==> src/rtl/irqc_pkg.sv <==
package irqc_pkg;
  typedef enum logic [1:0] {
    ST_IDLE    = 2'd0,
    ST_PEND    = 2'd1,
    ST_GRANT   = 2'd2,
    ST_PRESENT = 2'd3
  } irqc_state_e;
endpackage

==> src/rtl/irqc_rst_sync.sv <==
module irqc_rst_sync #(
  parameter int STAGES = 2
) (
  input  logic clk_i,
  input  logic rst_ni,
  output logic rst_sync_no
);
  logic [STAGES-1:0] sync_q;
  logic [STAGES-1:0] sync_d;

  always_comb begin
    sync_d = {sync_q[STAGES-2:0], 1'b1};
  end

  always_ff @(posedge clk_i or negedge rst_ni) begin
    if (!rst_ni) sync_q <= '0;
    else         sync_q <= sync_d;
  end

  assign rst_sync_no = sync_q[STAGES-1];
endmodule

==> src/rtl/irqc_ack_edge.sv <==
module irqc_ack_edge (
  input  logic clk_i,
  input  logic rst_ni,
  input  logic ack_i,
  output logic ack_rise_o
);
  logic ack_q;
  logic ack_d;
  logic ack_en;

  always_comb begin
    ack_en = 1'b1;
    ack_d  = ack_i;
  end

  always_ff @(posedge clk_i or negedge rst_ni) begin
    if (!rst_ni)     ack_q <= 1'b0;
    else if (ack_en) ack_q <= ack_d;
  end

  assign ack_rise_o = ack_i & ~ack_q;
endmodule

==> src/rtl/irqc_fsm.sv <==
module irqc_fsm
  import irqc_pkg::*;
(
  input  logic        clk_i,
  input  logic        rst_ni,
  input  logic        req_i,
  input  logic        vec_ok_i,
  input  logic        ack_i,
  input  logic        ack_rise_i,
  output irqc_state_e state_o
);
  irqc_state_e state_q;
  irqc_state_e state_d;
  logic        state_en;

  always_comb begin
    state_d = state_q;
    unique case (state_q)
      ST_IDLE:    if (req_i && vec_ok_i) state_d = ST_PEND;
      ST_PEND:    if (ack_rise_i)        state_d = ST_GRANT;
      ST_GRANT:   state_d = ack_i ? ST_PRESENT : ST_IDLE;
      ST_PRESENT: if (!ack_i)            state_d = ST_IDLE;
      default:    state_d = ST_IDLE;
    endcase
    state_en = (state_d != state_q);
  end

  always_ff @(posedge clk_i or negedge rst_ni) begin
    if (!rst_ni)       state_q <= ST_IDLE;
    else if (state_en) state_q <= state_d;
  end

  assign state_o = state_q;
endmodule

==> src/rtl/irqc_drive.sv <==
module irqc_drive #(
  parameter int DATA_W = 16,
  parameter int VEC_W  = 8
) (
  input  logic              oe_i,
  input  logic [VEC_W-1:0]  vec_i,
  output logic [DATA_W-1:0] data_o
);
  for (genvar b = 0; b < DATA_W; b++) begin : g_bit
    if (b < VEC_W) begin : g_vec
      assign data_o[b] = oe_i & vec_i[b];
    end else begin : g_pad
      assign data_o[b] = 1'b0;
    end
  end
endmodule

==> src/rtl/irq_chain_node.sv <==
module irq_chain_node
  import irqc_pkg::*;
#(
  parameter int DATA_W     = 16,
  parameter int VEC_W      = 8,
  parameter int VEC_MIN    = 16,
  parameter int RST_STAGES = 2
) (
  input  logic              clk_i,
  input  logic              rst_ni,
  input  logic              req_i,
  input  logic [VEC_W-1:0]  vec_i,
  input  logic              ack_in_i,
  output logic              ack_out_o,
  output logic              irq_o,
  output logic              bus_oe_o,
  output logic [DATA_W-1:0] bus_data_o
);
  localparam logic [VEC_W-1:0] VecFloor = VEC_W'(VEC_MIN);

  logic        rst_int_n;
  logic        ack_rise;
  logic        vec_ok;
  logic        owns;
  irqc_state_e state;

  irqc_rst_sync #(.STAGES(RST_STAGES)) u_rst (
    .clk_i       (clk_i),
    .rst_ni      (rst_ni),
    .rst_sync_no (rst_int_n)
  );

  irqc_ack_edge u_edge (
    .clk_i      (clk_i),
    .rst_ni     (rst_int_n),
    .ack_i      (ack_in_i),
    .ack_rise_o (ack_rise)
  );

  assign vec_ok = (vec_i >= VecFloor);

  irqc_fsm u_fsm (
    .clk_i      (clk_i),
    .rst_ni     (rst_int_n),
    .req_i      (req_i),
    .vec_ok_i   (vec_ok),
    .ack_i      (ack_in_i),
    .ack_rise_i (ack_rise),
    .state_o    (state)
  );

  always_comb begin
    owns = (state == ST_GRANT) || (state == ST_PRESENT) ||
           ((state == ST_PEND) && ack_rise);
    ack_out_o = ack_in_i & ~owns;
    irq_o     = (state == ST_PEND) || (state == ST_GRANT);
    bus_oe_o  = (state == ST_GRANT) || (state == ST_PRESENT);
  end

  irqc_drive #(.DATA_W(DATA_W), .VEC_W(VEC_W)) u_drive (
    .oe_i   (bus_oe_o),
    .vec_i  (vec_i),
    .data_o (bus_data_o)
  );
endmodule

==> config.mk <==
export PLATFORM = sky130hd
export DESIGN_NAME = irq_chain_node
export DESIGN_NICKNAME = d
export VERILOG_FILES = /design/src/rtl/irqc_pkg.sv /design/src/rtl/irqc_rst_sync.sv /design/src/rtl/irqc_ack_edge.sv /design/src/rtl/irqc_fsm.sv /design/src/rtl/irqc_drive.sv /design/src/rtl/irq_chain_node.sv
export SDC_FILE = /design/constraint.sdc
export NUM_CORES = 1
export LEC_CHECK = 0
export ABC_CLOCK_PERIOD_IN_PS = 1200
export BUFFER_PORTS_ARGS = -buffer_cell sky130_fd_sc_hd__buf_2
export CORE_AREA = 4 4 41 43
export DETAILED_ROUTE_END_ITERATION = 7
export DIE_AREA = 0 0 45 47
export PLACE_DENSITY = 0.7
export SLEW_MARGIN = 20
export SYNTH_ARGS = -nofsm -noshare
export SYNTH_HDL_FRONTEND = slang
export SYNTH_HIERARCHICAL = 1
export SYNTH_SLANG_ARGS = --single-unit
export TNS_END_PERCENT = 20
==> constraint.sdc <==
create_clock -name clk_i -period 1.2 [get_ports clk_i]
set_input_delay 0.06 -clock clk_i [delete_from_list [all_inputs] [get_ports clk_i]]
set_output_delay 0.06 -clock clk_i [all_outputs]
set_load 0.05 [all_outputs]
==> summary.md <==
| Metric | Value |
|---|---|
| R2R cell count | `3` |
| Reg2Reg Capture Point | `u_fsm/state_o[0]` |
| Max_cap viols | `0` |
| Final Skew | `0.00297 ns` |
| DRC violations left | `0` |
| CTS tree | `yes` |
| Starting DRT DRC Count | `3` |
| WL/cell | `9.10 um` |
| Reg-to-reg setup timing slack | `0.31 ns` |
| Vias in the first global route | `322` |
| Initial antenna violation count | `0` |
| Pwr dens | `2410 nW/um2` |
| IO Port Bufs | `22` |
| Share of cells above drive strength 1 | `0.514` |
| Area leader, netlist | `dfrtp_1` |
| Worst r2r src | `u_edge/ack_q` |
| Yosys warnings | `6` |
| Clock-pin slew on the worst setup and hold paths | `0.04 ns` |
| CP Class | `reg -> out` |
| Max Root-Sink Buffers | `2` |
| Vias per cell | `4.08` |
| Most used cell, CP | `buf_6` |
| Worst Path Arrival | `1.51 ns` |
| GRT Total Usage | `0.0763` |
| Placed cell areas | `499 um2` |
| Power Total | `1.53 mW` |
| CP Capture Type | `output port` |
| Die width | `45 um` |
| Critical path's largest stage delay | `0.40 ns` |
| Outcome | `finished, violations left` |
| Site Rows | `13` |
| CTS H-tree lvls | `1` |
| Worst VDD drop | `1.09 mV` |
| Hold WS | `0.0345 ns` |
| Fmax | `635 MHz` |
| Root Buffer | `clkbuf_4` |
| IO Count | `31` |
| # clock sinks | `5` |
| Final Cycle Share | `1.31` |
| Crit path cell chain | `ha_1 > or2_4 > buf_6 > and2_4 > buf_6` |
| Required @ worst endpoint | `1.14 ns` |
| Worst setup margin | `-0.374 ns` |
| First-pass GRT wire length | `1160 um` |
| Pin count of the biggest net entering global routing | `7` |
| Finished layout cell area | `636 um2` |
| Number of synthesized register bits | `5` |
| Crit Path Max Fanout | `6` |
| Pre-antenna DRT Iters | `4` |
| Post-layout minimum cycle time | `1.57 ns` |
| Final hold vios | `0` |
| Die area | `2120 um2` |
| Routed Antenna Nets | `0` |
| RD Place Congestion | `0.670` |
| RSZ-0062 raised after global routing | `true` |
| Via count | `355` |
| Yosys top cell area share | `0.334` |
| Crit start category | `flop` |
| Worst slack at placement | `-0.236 ns` |
| Congestion Overflow GR | `0` |
| Area Overhead vs Synth | `69.9%` |
| Clock latency on the worst-skew pair | `0.24 ns` |
| Pins over their slew limit | `0` |
| Syn Inst Count | `42` |
| HPWL after detailed placement | `653 um` |
| Worst Hold Class | `reg -> async` |
| Synth Area per Inst | `8.91 um2` |
| Seq/Total Area, Yosys | `0.334` |
| P_leak | `0.343 nW` |
| Unique masters post-synth | `16` |
| Fin Setup TNS | `-3.24 ns` |
| Total CTS buffers | `3` |
| Failing checks | `negative setup slack` |
| Final number of setup-violating endpoints | `11` |
| Top area cells in the synthesized netlist | `dfrtp_1 33%, buf_4 16%, and2_1 13%` |
| Antenna Cells | `0` |
| Cell Area, Synth | `374 um2` |
| Post-Route WL | `792 um` |
| Core area | `1300 um2` |
| Count of nets after finishing | `88` |
| Slowest-stage cell, CP | `dfrtp_1` |
| Die height | `47 um` |
| Initial Util | `0.288` |
==> final cells by class <==
cell class                      instances  area, um2
Clock buffer                            4       26.3
Sequential cell                         5        125
Fill cell                             136        666
Inverter                                5       18.8
Multi-Input combinational cell         31        224
Timing Repair Buffer                   27        223
Tap cell                               15       18.8
==> flip-flops by register name (all words and copies together) (netlist names) <==
signal / cells
u_fsm/state_o: 2
u_rst/sync_q: 2
u_edge/ack_q: 1
==> per-layer routing <==
layer / up-vias / global-route usage / part of all wire
met2: 23 / 0.153 / 0.51
met1: 159 / 0.0579 / 0.29
li1: 173 / - / -
met5: - / 0 / 0
met4: 0 / 0.0351 / 0
met3: 0 / 0.0421 / 0.20
==> worst max path at each step <==
stage | start | end | slack, ns | cells after the start
3_5_place_dp | u_fsm/state_o[1] | ack_out_o | -0.24 | 4
2_1_floorplan | u_fsm/state_o[0] | ack_out_o | -0.35 | 4
5_1_grt | u_fsm/state_o[0] | bus_data_o[7] | -0.44 | 5
3_3_place_gp | u_fsm/state_o[1] | ack_out_o | -0.21 | 4
6_report | u_fsm/state_o[0] | bus_data_o[7] | -0.37 | 5
4_1_cts | u_fsm/state_o[0] | bus_data_o[4] | -0.39 | 6
==> placed cells by master (no fill, tap or decap), drive strengths merged <==
| master | instances |
|---|---|
| nand2b | 1 |
| a211oi | 1 |
| or4 | 1 |
| nand2 | 2 |
| ha | 3 |
| and2b | 1 |
| clkbuf | 4 |
| or2 | 1 |
| o21ai | 1 |
| nand3b | 1 |
| dlygate4sd3 | 2 |
| dfrtp | 5 |
| conb | 9 |
| inv | 5 |
| buf | 25 |
| nor2b | 1 |
| and2 | 8 |
| a31oi | 1 |
==> synthesized netlist by cell type (all sizes together) <==
cell type	count
conb	2
or4	1
or2	1
inv	5
buf	8
a211oi	1
nand2b	1
and2	8
dfrtp	5
o21ai	1
a31oi	1
nand2	2
nor2b	1
ha	3
nand3b	1
and2b	1
==> where the power goes <==
group / internal [mW] / switching [mW]
Sequential: 0.201 / 0.0284
Combinational: 0.438 / 0.680
Clock: 0.125 / 0.0618
Total: 0.764 / 0.770
==> worst max-delay path: cells and delay by family (launching register included) <==
family	cells	cell delay, ns
flip-flops	1	0.40
buffers and inverters	2	0.27
adder cells (fa/ha/maj)	1	0.20
AND/OR/NAND/NOR	2	0.41
==> timing repair <==
action                                  CTS  global route
pin swaps                                 2             1
hold buffers                              2             0
buffers inserted                          1             0
hold endpoints to repair                  3             0
gates resized for setup                  28             0
endpoints found under the setup margin   11            11
==> through the flow <==
step,cells,util
6_report,87,0.488
5_1_grt,87,0.488
4_1_cts,87,0.488
3_5_place_dp,80,0.384
3_3_place_gp,80,0.384
2_1_floorplan,49,-
==> cells by family (layout without fill, tap and decap cells) <==
family	Yosys count	after routing	share of synthesized area
AND/OR/NAND/NOR	16	16	0.284
buffers and inverters	13	36	0.211
flip-flops	5	5	0.334
adder cells (fa/ha/maj)	3	3	0.100
AO/OA/AOI/OAI	3	3	0.0502
other	2	9	0.0201
Note: power is estimated with default switching activity, not from simulation.
